File: src/rtl/mdio_pkg.sv
package mdio_pkg;
  localparam int unsigned REG_W    = 32;
  localparam int unsigned PRE_LEN  = 32;
  localparam int unsigned RD_BIT   = 29;  // opcode msb: set for read-type commands
  localparam int unsigned REL_BITS = 18;  // turnaround + data released on reads

  typedef enum logic [3:0] {
    CMD_C22_RD    = 4'b0110,
    CMD_C22_WR    = 4'b0101,
    CMD_C45_RD    = 4'b0011,
    CMD_C45_WR    = 4'b0001,
    CMD_C45_RDINC = 4'b0010
  } mdio_cmd_e;
endpackage

File: src/rtl/mdio_mdc_gen.sv
module mdio_mdc_gen #(
  parameter int unsigned DIV_SEL_W = 2,
  parameter int unsigned BASE_HALF = 4,
  localparam int unsigned HALF_MAX = BASE_HALF << ((1 << DIV_SEL_W) - 1),
  localparam int unsigned HW       = $clog2(HALF_MAX)
) (
  input  logic                 clk_i,
  input  logic                 rst_ni,
  input  logic                 en_i,
  input  logic [DIV_SEL_W-1:0] div_sel_i,
  output logic                 mdc_o,
  output logic                 rise_o,
  output logic                 fall_o
);
  logic [HW-1:0] cnt_q;
  logic          mdc_q;
  logic [HW:0]   half_full;
  logic [HW-1:0] half_m1;
  logic          edge_hit;

  assign half_full = (HW+1)'(BASE_HALF) << div_sel_i;
  assign half_m1   = HW'(half_full - 1'b1);
  assign edge_hit  = en_i && (cnt_q == half_m1);
  assign rise_o    = edge_hit && !mdc_q;
  assign fall_o    = edge_hit && mdc_q;
  assign mdc_o     = mdc_q;

  always_ff @(posedge clk_i or negedge rst_ni) begin
    if (!rst_ni) begin
      cnt_q <= '0;
      mdc_q <= 1'b0;
    end else if (!en_i) begin
      cnt_q <= '0;
      mdc_q <= 1'b0;
    end else if (edge_hit) begin
      cnt_q <= '0;
      mdc_q <= ~mdc_q;
    end else begin
      cnt_q <= cnt_q + 1'b1;
    end
  end


  mdc_idle_chk: assert property (@(posedge clk_i) disable iff (!rst_ni)
    !en_i |=> !mdc_q);


  mdc_half_chk: assert property (@(posedge clk_i) disable iff (!rst_ni)
    (en_i && !edge_hit) |=> $stable(mdc_q));
endmodule

File: src/rtl/mdio_frame_core.sv
module mdio_frame_core
  import mdio_pkg::*;
#(
  parameter int unsigned W        = REG_W,
  parameter int unsigned PRE      = PRE_LEN,
  parameter int unsigned RDB      = RD_BIT,
  parameter int unsigned REL      = REL_BITS,
  localparam int unsigned PERIODS = PRE + W,
  localparam int unsigned CW      = $clog2(PERIODS)
) (
  input  logic         clk_i,
  input  logic         rst_ni,
  input  logic         wr_en_i,
  input  logic [W-1:0] wr_data_i,
  input  logic         rise_i,
  input  logic         fall_i,
  input  logic         mdio_i,
  output logic [W-1:0] sr_o,
  output logic         busy_o,
  output logic         irq_o,
  output logic         mdio_o,
  output logic         oe_o
);
  logic [W-1:0] sr_q;
  logic [CW-1:0] per_q;
  logic [CW:0]  np;
  logic busy_q, irq_q, mdio_q, oe_q, rd_op_q, samp_q;
  logic start, last_per, next_bit, next_oe;

  assign start    = wr_en_i && !busy_q;
  assign last_per = (int'(per_q) == PERIODS - 1);
  assign np       = {1'b0, per_q} + 1'b1;

  always_comb begin
    if (int'(np) < PRE)       next_bit = 1'b1;
    else if (int'(np) == PRE) next_bit = sr_q[W-1];
    else                      next_bit = sr_q[W-2];  // shift happens this same edge
    next_oe = !(rd_op_q && (int'(np) >= PERIODS - REL));
  end

  always_ff @(posedge clk_i or negedge rst_ni) begin
    if (!rst_ni) begin
      sr_q    <= '0;
      per_q   <= '0;
      busy_q  <= 1'b0;
      irq_q   <= 1'b0;
      mdio_q  <= 1'b1;
      oe_q    <= 1'b0;
      rd_op_q <= 1'b0;
      samp_q  <= 1'b0;
    end else if (start) begin
      sr_q    <= wr_data_i;
      per_q   <= '0;
      busy_q  <= 1'b1;
      irq_q   <= 1'b0;
      mdio_q  <= 1'b1;
      oe_q    <= 1'b1;
      rd_op_q <= wr_data_i[RDB];
    end else begin
      irq_q <= 1'b0;
      if (busy_q && rise_i) samp_q <= mdio_i;
      if (busy_q && fall_i) begin
        if (int'(per_q) >= PRE) sr_q <= {sr_q[W-2:0], samp_q};
        if (last_per) begin
          busy_q <= 1'b0;
          irq_q  <= 1'b1;
          oe_q   <= 1'b0;
          mdio_q <= 1'b1;
          per_q  <= '0;
        end else begin
          per_q  <= per_q + 1'b1;
          mdio_q <= next_bit;
          oe_q   <= next_oe;
        end
      end
    end
  end

  assign sr_o   = sr_q;
  assign busy_o = busy_q;
  assign irq_o  = irq_q;
  assign mdio_o = mdio_q;
  assign oe_o   = oe_q;


  irq_one_cycle_chk: assert property (@(posedge clk_i) disable iff (!rst_ni)
    irq_q |=> !irq_q);


  done_irq_chk: assert property (@(posedge clk_i) disable iff (!rst_ni)
    $fell(busy_q) |-> irq_q);


  idle_release_chk: assert property (@(posedge clk_i) disable iff (!rst_ni)
    !busy_q |-> !oe_q);


  preamble_chk: assert property (@(posedge clk_i) disable iff (!rst_ni)
    (busy_q && int'(per_q) < PRE) |-> mdio_q);


  busy_lock_chk: assert property (@(posedge clk_i) disable iff (!rst_ni)
    (busy_q && $past(busy_q)) |-> $stable(rd_op_q));
endmodule

File: src/rtl/mdio_shift_top.sv
module mdio_shift_top
  import mdio_pkg::*;
#(
  parameter int unsigned DIV_SEL_W = 2,
  parameter int unsigned BASE_HALF = 4
) (
  input  logic                 clk_i,
  input  logic                 rst_ni,
  input  logic                 wr_en_i,
  input  logic [REG_W-1:0]     wr_data_i,
  input  logic [DIV_SEL_W-1:0] div_sel_i,
  output logic [REG_W-1:0]     rd_data_o,
  output logic                 busy_o,
  output logic                 idle_o,
  output logic                 irq_o,
  output logic                 mdc_o,
  input  logic                 mdio_i,
  output logic                 mdio_o,
  output logic                 mdio_oe_o
);
  logic [DIV_SEL_W-1:0] div_q;
  logic busy, rise, fall;

  always_ff @(posedge clk_i or negedge rst_ni) begin
    if (!rst_ni)                div_q <= '0;
    else if (wr_en_i && !busy)  div_q <= div_sel_i;
  end

  mdio_mdc_gen #(.DIV_SEL_W(DIV_SEL_W), .BASE_HALF(BASE_HALF)) u_mdc (
    .clk_i, .rst_ni, .en_i(busy), .div_sel_i(div_q),
    .mdc_o, .rise_o(rise), .fall_o(fall)
  );

  mdio_frame_core u_core (
    .clk_i, .rst_ni, .wr_en_i, .wr_data_i,
    .rise_i(rise), .fall_i(fall), .mdio_i,
    .sr_o(rd_data_o), .busy_o(busy), .irq_o,
    .mdio_o, .oe_o(mdio_oe_o)
  );

  assign busy_o = busy;
  assign idle_o = ~busy;


  div_hold_chk: assert property (@(posedge clk_i) disable iff (!rst_ni)
    (busy && $past(busy)) |-> $stable(div_q));
endmodule

File: config.mk
export PLATFORM = sky130hd
export DESIGN_NAME = mdio_shift_top
export DESIGN_NICKNAME = d
export VERILOG_FILES = /design/src/rtl/mdio_pkg.sv /design/src/rtl/mdio_mdc_gen.sv /design/src/rtl/mdio_frame_core.sv /design/src/rtl/mdio_shift_top.sv
export SDC_FILE = /design/constraint.sdc
export NUM_CORES = 1
export LEC_CHECK = 0
export BUFFER_PORTS_ARGS = -buffer_cell sky130_fd_sc_hd__buf_2
export CAP_MARGIN = 30
export CELL_PAD_IN_SITES_DETAIL_PLACEMENT = 0
export CELL_PAD_IN_SITES_GLOBAL_PLACEMENT = 1
export CORE_MARGIN = 5
export CORE_UTILIZATION = 41
export CTS_BUF_LIST = sky130_fd_sc_hd__clkbuf_8
export DETAILED_ROUTE_END_ITERATION = 16
export GPL_ROUTABILITY_DRIVEN = 0
export PLACE_DENSITY = 0.83
export SYNTH_ARGS = -nofsm -noshare
export SYNTH_HDL_FRONTEND = slang
export SYNTH_SLANG_ARGS = --single-unit
File: constraint.sdc
create_clock -name clk_i -period 2 [get_ports clk_i]
set_input_delay 0.4 -clock clk_i [delete_from_list [all_inputs] [get_ports clk_i]]
set_output_delay 0.4 -clock clk_i [all_outputs]
set_load 0.005 [all_outputs]
==> results of run 1 <==
## routing by layer
metal  global-route usage [%]  vias to the layer above  part of all wire, %
met5                        0                        -                    0
met4                     4.52                        0                  1.1
met3                     4.10                        6                  5.9
met2                     21.9                       68                   43
met1                     21.5                     1021                   50
li1                         -                     1109                    -
## cell usage after synthesis
cell type                     n  area, sq um
sky130_fd_sc_hd__nand3_1      9         45.0
sky130_fd_sc_hd__a21oi_4      2         32.5
sky130_fd_sc_hd__buf_1        2         7.51
sky130_fd_sc_hd__o21bai_1     1         7.51
sky130_fd_sc_hd__o21ai_1      1         5.00
sky130_fd_sc_hd__o2111a_1     1         11.3
sky130_fd_sc_hd__buf_4        1         7.51
sky130_fd_sc_hd__xnor2_1      4         35.0
sky130_fd_sc_hd__nand2b_1     1         6.26
sky130_fd_sc_hd__nand4_1      3         18.8
sky130_fd_sc_hd__a211o_1      1         8.76
sky130_fd_sc_hd__dfrtp_1     51         1280
sky130_fd_sc_hd__xor2_1       3         26.3
sky130_fd_sc_hd__inv_1        5         18.8
sky130_fd_sc_hd__buf_6        3         33.8
sky130_fd_sc_hd__ha_1         4         50.1
sky130_fd_sc_hd__mux2i_1      2         20.0
sky130_fd_sc_hd__and3_1       1         6.26
sky130_fd_sc_hd__nor3_1       5         25.0
sky130_fd_sc_hd__a31oi_1      2         12.5
sky130_fd_sc_hd__nor2b_1      2         12.5
sky130_fd_sc_hd__dfstp_2      1         26.3
sky130_fd_sc_hd__a21o_1       1         7.51
sky130_fd_sc_hd__clkbuf_1     7         26.3
sky130_fd_sc_hd__nor2_1      11         41.3
sky130_fd_sc_hd__a21boi_0     1         7.51
sky130_fd_sc_hd__nand3b_1     2         15.0
sky130_fd_sc_hd__o2bb2ai_1    1         8.76
sky130_fd_sc_hd__o311a_1      1         10.0
sky130_fd_sc_hd__and2_1       2         12.5
sky130_fd_sc_hd__buf_2        5         25.0
sky130_fd_sc_hd__nand2_1    108          405
sky130_fd_sc_hd__o41ai_1      1         8.76
sky130_fd_sc_hd__or2_2        1         6.26
sky130_fd_sc_hd__a21oi_1      4         20.0
sky130_fd_sc_hd__o21ai_0      6         30.0
sky130_fd_sc_hd__mux2_2       3         33.8
sky130_fd_sc_hd__a2111oi_2    1         15.0
sky130_fd_sc_hd__o31ai_1      2         15.0
sky130_fd_sc_hd__mux2_4      30          450
## registers in the layout, summed over array words and instances, names as in the netlist
| name | count |
|---|---|
| u_mdc.cnt_q | 5 |
| u_core.irq_o | 1 |
| u_mdc.mdc_o | 1 |
| u_core.rd_op_q | 1 |
| div_q | 2 |
| u_core.busy_o | 1 |
| u_core.samp_q | 1 |
| u_core.per_q | 6 |
| u_core.oe_o | 1 |
| u_core.mdio_o | 1 |
| u_core.sr_o | 32 |
## timing repair
| action | CTS | global route |
|---|---|---|
| setup endpoints to repair | 0 | 1 |
| resized for setup | 0 | 1 |
| endpoints found under the hold margin | 0 | 0 |
| hold buffers | 0 | 0 |
## where the power goes
part	total [mW]	leakage, nW	switching (mW)	internal [mW]
Sequential	1.94	0.654	0.451	1.48
Combinational	1.77	1.20	0.766	1.01
Clock	0.639	0.0516	0.356	0.284
## layout by cell type (no fill, tap or decap), types with 2 or more instances in the layout
master and n:
sky130_fd_sc_hd__and2_1 2, sky130_fd_sc_hd__buf_2 75, sky130_fd_sc_hd__a21oi_4 2, sky130_fd_sc_hd__mux2i_1 2, sky130_fd_sc_hd__o21ai_0 6, sky130_fd_sc_hd__nor2_1 11
sky130_fd_sc_hd__nand3b_1 2, sky130_fd_sc_hd__o31ai_1 2, sky130_fd_sc_hd__mux2_2 3, sky130_fd_sc_hd__nor3_1 5, sky130_fd_sc_hd__dfrtp_1 50, sky130_fd_sc_hd__mux2_4 30
sky130_fd_sc_hd__xor2_1 3, sky130_fd_sc_hd__ha_1 4, sky130_fd_sc_hd__buf_4 10, sky130_fd_sc_hd__a31oi_1 2, sky130_fd_sc_hd__nand4_1 3, sky130_fd_sc_hd__inv_1 5
sky130_fd_sc_hd__nand3_1 9, sky130_fd_sc_hd__xnor2_1 4, sky130_fd_sc_hd__nand2_1 108, sky130_fd_sc_hd__clkbuf_8 6, sky130_fd_sc_hd__a21oi_1 4
## stage by stage
step	util, %	std cells
after floorplan	-	292
after global placement	48.9	440
after detailed placement	48.9	440
after CTS	50.3	448
after global routing	50.4	448
final	50.4	448
## cells by family after synthesis
logic type                 after synthesis  share of synthesized area [%]
buffers and inverters                   23                           4.20
xor gates and xnor gates                 7                           2.17
and+or+nand+nor                        145                           21.0
DFF                                     52                           46.0
muxes                                   35                           17.8
AOI/OAI and AO/OA                       26                           7.07
adders and majority gates                4                           1.77
## area by class of cell
type,count,area share (%)
multi-input cells,217,41.5
well taps,80,2.94
repair buffers,86,13.8
inverters,5,0.552
clock buffers,6,2.43
flip-flops and latches,52,38.3
clock inverters,2,0.405
## path summary, 6_finish.rpt
check / startpoint / endpoint / slack (ns) / cells after the start
max: u_core.per_q[0]$_DFFE_PN0P_ / u_core.oe_o$_DFFE_PN0P_ / 0.15 / 7
min: rst_ni / u_core.sr_o[20]$_DFFE_PN0P_ / 0.03 / 1
max reg2reg: u_core.per_q[0]$_DFFE_PN0P_ / u_core.oe_o$_DFFE_PN0P_ / 0.15 / 7
min reg2reg: u_mdc.cnt_q[0]$_DFF_PN0_ / u_mdc.cnt_q[0]$_DFF_PN0_ / 0.47 / 1
max in group asynchronous: rst_ni / u_core.mdio_o$_DFFE_PN1P_ / 1.31 / 2
min in group clk_i: div_sel_i[1] / div_q[1]$_DFFE_PN0P_ / 0.28 / 3
## worst register-to-register path, stage by stage, from the launching register on
cell and delay, ns:
sky130_fd_sc_hd__dfrtp_2 0.45, sky130_fd_sc_hd__inv_1 0.15, sky130_fd_sc_hd__ha_1 0.30, sky130_fd_sc_hd__o21bai_1 0.21
sky130_fd_sc_hd__o2bb2ai_1 0.09, sky130_fd_sc_hd__a211o_1 0.29, sky130_fd_sc_hd__o2111a_1 0.13, sky130_fd_sc_hd__nor3_1 0.15
==> impl_metrics.csv, run 1 <==
group,metric,value,unit
floorplanning,i_o_pin_total,76,
min_path,holdCritPathClass,"input port to asynchronous set/reset pin",
timing,finalClockSkew,0.00897,ns
power,irDropWorstVdd,502,uV
place,dp_worst_setup_slack,0.145,ns
finish,multi_input_comb_area,1410,sq um
clock_tree,clock_transition_at_the_registers_of_the_reported_paths,0.10,ns
power,power.density_cell_area,1280,nW/um^2
logic_synthesis,post_syn_area_per_cell,9.70,sq um
clock_tree,max-clock-path-buffers,2,
setup_path,cp_data_arrival_time,2.08,ns
logic_synthesis,synth-seq-area-share,46.0,%
finish,design.final.nets,409,
finish,layout-area-overhead-vs-synth,20.2,%
routing,antenna_left,0,
clock_tree,htree_levels,2,
setup_path,ordered_cell_list_for_the_critical_path,"inv_1, ha_1, o21bai_1, o2bb2ai_1, a211o_1, o2111a_1, nor3_1",
finish,post_route_cells_drive_above_1_share,36.4,%
setup_path,crit_path_top_delay_cell,"sky130_fd_sc_hd__dfrtp_2",
timing,setup_violation_total_in_the_final_timing_report,0,
setup_path,critPathTopFamily,"compound AO/OA/AOI/OAI gates",
global_routing,grt_first_pass_wirelength,10.4,mm
routing,drtPass1Iterations,4,
routing,sum_of_routed_wire_length_over_all_layers,6.06,mm
setup_path,setup.worst_path.class,"register to register",
place,place.port_buffers,75,
setup_path,worst-path-max-fanout,6,
logic_synthesis,syn_nets,334,
clock_tree,cts_tree,"yes",
routing,post-route-drc-count,0,
place,dpl.hpwl,4.47,mm
timing,timing.final.ws_setup,0.145,ns
logic_synthesis,postSynthRegisterBits,52,
routing,detailroute.via_count,2204,
clock_tree,tritoncts.num_buffers,5,
floorplanning,core_region_area,6760,sq um
timing,hold_ws,0.0315,ns
logic_synthesis,mappedNetlistArea,2830,sq um
status,result_of_the_run,"completed",
flow_run,max-cap-violations,0,
finish,layout.area.seq,1300,sq um
global_routing,grt.total_usage,15.0,%
clock_tree,cts_setup_buffers,0,
timing,finalMaxSlewViolations,0,
global_routing,grt_pass1_vias,2205,
timing,setup_total_negative_slack,0,ns
power,standby_leakage_power,1.90,nW
floorplanning,dieArea,8670,sq um
finish,nFillCells,650,
power,total_power,4.35,mW
setup_path,worst_ep_required_time,2.23,ns
logic_synthesis,post_synth_num_cell_types,40,
floorplanning,die-width,93.1,microns
timing,tightest_slew,0.482,ns
setup_path,critical_path_launch_point_type,"register",
clock_tree,cts.sink_count,52,
clock_tree,clk-insertion-delay-late,0.31,ns
clock_tree,clock_tree.root_cell,"sky130_fd_sc_hd__clkbuf_8",
floorplanning,die_y,93.1,microns
timing,slew_headroom,67.4,%
global_routing,initial_antenna_violation_count,0,
finish,antenna-diode-count,0,
routing,drt-initial-drc-count,101,
setup_path,cp-end-kind,"register",
timing,min_period,1.85,ns
place,placement_cell_area,3300,sq um
timing,finalCritPeriodShare,92.7,%
setup_path,critPathMaxStageDelay,0.45,ns
logic_synthesis,yosysWarningCount,0,
routing,post_drt_via_cell_ratio,4.92,
finish,post-route-cell-area,3400,sq um
timing,final_hold_viol_count,0,
logic_synthesis,synth_instances,292,
floorplanning,row_count,30,
timing,rsz_0062_raised_after_global_routing,"false",
routing,route.detailed.wl_per_inst,13.5,microns
timing,max_clk_rate,539,MHz
global_routing,grt_remaining_overflow,0,
global_routing,grt_max_degree,30,
setup_path,critical_path_buf_inv_count,1,
floorplanning,initial_core_util,41.9,%
Power figures use the tool's default switching activity.
==> run 2, diff against run 1 <==
==> constraint.sdc (replaced) <==
create_clock -name clk_i -period 1.74 [get_ports clk_i]
set_input_delay 0.348 -clock clk_i [delete_from_list [all_inputs] [get_ports clk_i]]
set_output_delay 0.348 -clock clk_i [all_outputs]
set_load 0.005 [all_outputs]
==> impl_metrics.csv, run 2 (synthesis results as in run 1) <==
group,metric,value,unit
status,result_of_the_run,"finished, violations left",
clock_tree,clock_transition_at_the_registers_of_the_reported_paths,0.09,ns
finish,largest_register_ff_count,32,
status,violations,"negative setup slack",
setup_path,critical_path_launch_point_type,"register",
place,dp_worst_setup_slack,-0.0822,ns
timing,min_period,1.74,ns
finish,mostFrequentLayoutCell,"sky130_fd_sc_hd__nand2_1",
timing,max_clk_rate,575,MHz
setup_path,cp_data_arrival_time,1.94,ns
power,standby_leakage_power,2.01,nW
routing,drtPass1Iterations,4,
global_routing,grt_first_pass_wirelength,11.2,mm
setup_path,worst-path-max-fanout,20,
floorplanning,row_count,30,
global_routing,grt_remaining_overflow,0,
routing,route.detailed.wl_per_inst,14.4,microns
place,place.port_buffers,75,
floorplanning,dieArea,8670,sq um
setup_path,crit_path_top_delay_cell,"sky130_fd_sc_hd__dfrtp_1",
floorplanning,die_y,93.1,microns
routing,post-route-drc-count,0,
finish,layout-area-overhead-vs-synth,29.0,%
timing,finalCritPeriodShare,100,%
flow_run,max-cap-violations,0,
power,clockPowerShare,13.6,%
setup_path,setup.worst_path.class,"register to register",
setup_path,worst_ep_required_time,1.94,ns
min_path,timing.hold.worst.start,"div_sel_i[1]",
finish,design.final.nets,429,
global_routing,grt_pass1_vias,2373,
finish,non_filler_cells_final,468,
place,dpl.hpwl,4.97,mm
timing,tightest_slew,0.491,ns
power,netSwitchingPower,1.98,mW
setup_path,critPathMaxStageDelay,0.43,ns
power,seq_power_share,40.4,%
timing,finalClockSkew,0.00635,ns
global_routing,grt.total_usage,16.0,%
timing,rsz_0062_raised_after_global_routing,"true",
setup_path,cp-end-kind,"register",
place,placedCellCount,455,
timing,hold_ws,0.230,ns
clock_tree,clock_tree.root_cell,"sky130_fd_sc_hd__clkbuf_8",
setup_path,critPathTopFamily,"flip-flops",
clock_tree,cts.sink_count,52,
floorplanning,die-width,93.1,microns
clock_tree,htree_levels,2,
power,irDropWorstVdd,579,uV
timing,setup_violation_total_in_the_final_timing_report,1,
clock_tree,max-clock-path-buffers,2,
routing,drt-initial-drc-count,68,
clock_tree,tritoncts.num_buffers,5,
setup_path,worstSetupStartpoint,"div_q[0]$_DFFE_PN0P_",
routing,post_drt_via_cell_ratio,4.91,
finish,antenna-diode-count,0,
clock_tree,cts_tree,"yes",
timing,setup_total_negative_slack,-0.000464,ns
power,combPwrFrac,46.0,%
power,power.density_cell_area,1490,nW/um^2
floorplanning,initial_core_util,41.9,%
min_path,holdCritPathClass,"input port to register",
power,power.share.switching,36.5,%
setup_path,critical_path_buf_inv_count,1,
timing,final_hold_viol_count,0,
finish,most-common-layout-cells,"sky130_fd_sc_hd__nand2_1 (108), sky130_fd_sc_hd__buf_2 (75), sky130_fd_sc_hd__dfrtp_1 (51)",
global_routing,grt_max_degree,28,
power,power.internal,3.45,mW
setup_path,timing.rr.start,"div_q[0]$_DFFE_PN0P_",
routing,sum_of_routed_wire_length_over_all_layers,6.74,mm
timing,timing.final.ws_setup,-0.000464,ns
global_routing,initial_antenna_violation_count,0,
routing,antenna_left,0,
timing,finalMaxSlewViolations,0,
routing,detailroute.via_count,2299,
finish,post_route_cells_drive_above_1_share,42.0,%
setup_path,path_common_cell,"sky130_fd_sc_hd__a21oi_4",
floorplanning,i_o_pin_total,76,
floorplanning,core_region_area,6760,sq um
setup_path,ordered_cell_list_for_the_critical_path,"xnor2_1, nand4_1, a21oi_4, a21oi_4, buf_12, mux2_4",
timing,slew_headroom,67.3,%
clock_tree,clk-insertion-delay-late,0.31,ns
## run 2: final cells by class
| type | count | area, sq um |
|---|---|---|
| clock buffers | 6 | 82.6 |
| clock inverters | 2 | 15.0 |
| fillers | 620 | 3100 |
| inverters | 5 | 18.8 |
| multi-input cells | 217 | 1480 |
| flip-flops and latches | 52 | 1300 |
| well taps | 80 | 100 |
| repair buffers | 106 | 651 |
## run 2: tightest hold or removal path: stages
cell and delay (ns):
sky130_fd_sc_hd__buf_2 0.08, sky130_fd_sc_hd__nand2_1 0.04, sky130_fd_sc_hd__nand2_1 0.05
## run 2: power by group through the flow
stage               logic, mW  clock network [mW]  registers, mW
detailed placement       2.37                   0           2.20
CTS                      2.41               0.757           2.19
global placement         2.30                   0           2.19
floorplan                1.52                   0           2.07
finish                   2.50               0.738           2.19
global route             2.83               0.806           2.26
## run 2: path summary, 6_finish.rpt
path	endpoint	slack [ns]	depth (start not counted)
min in group asynchronous	u_core.sr_o[1]$_DFFE_PN0P_	0.52	2
max in group asynchronous	u_core.per_q[3]$_DFFE_PN0P_	0.71	3
max	u_core.sr_o[14]$_DFFE_PN0P_	-0.0005	6
max reg2reg	u_core.sr_o[14]$_DFFE_PN0P_	-0.0005	6
min reg2reg	u_mdc.cnt_q[0]$_DFF_PN0_	0.46	1
min	div_q[1]$_DFFE_PN0P_	0.23	3
## run 2: repair_timing
item	CTS	global route
setup buffers	2	2
pin swaps	3	9
resized for setup	4	15
hold buffers	1	0
setup endpoints to repair	31	40
hold endpoints to repair	17	0
## run 2: through the flow
step | power, mW | utilization [%] | instance area (sq um)
floorplan | 3.59 | - | 2830
global placement | 4.48 | 50.8 | 3430
global route | 5.89 | 54.1 | 3650
CTS | 5.35 | 52.8 | 3570
finish | 5.43 | 54.1 | 3650
detailed placement | 4.57 | 50.8 | 3430
## run 2: per-layer routing
| metal | track usage, % | vias up | part of all wire (%) |
|---|---|---|---|
| li1 | - | 1150 | - |
| met1 | 22.1 | 1090 | 47 |
| met2 | 25.4 | 53 | 47 |
| met3 | 3.62 | 6 | 4.7 |
| met4 | 4.40 | 0 | 1.2 |
| met5 | 0 | - | 0 |
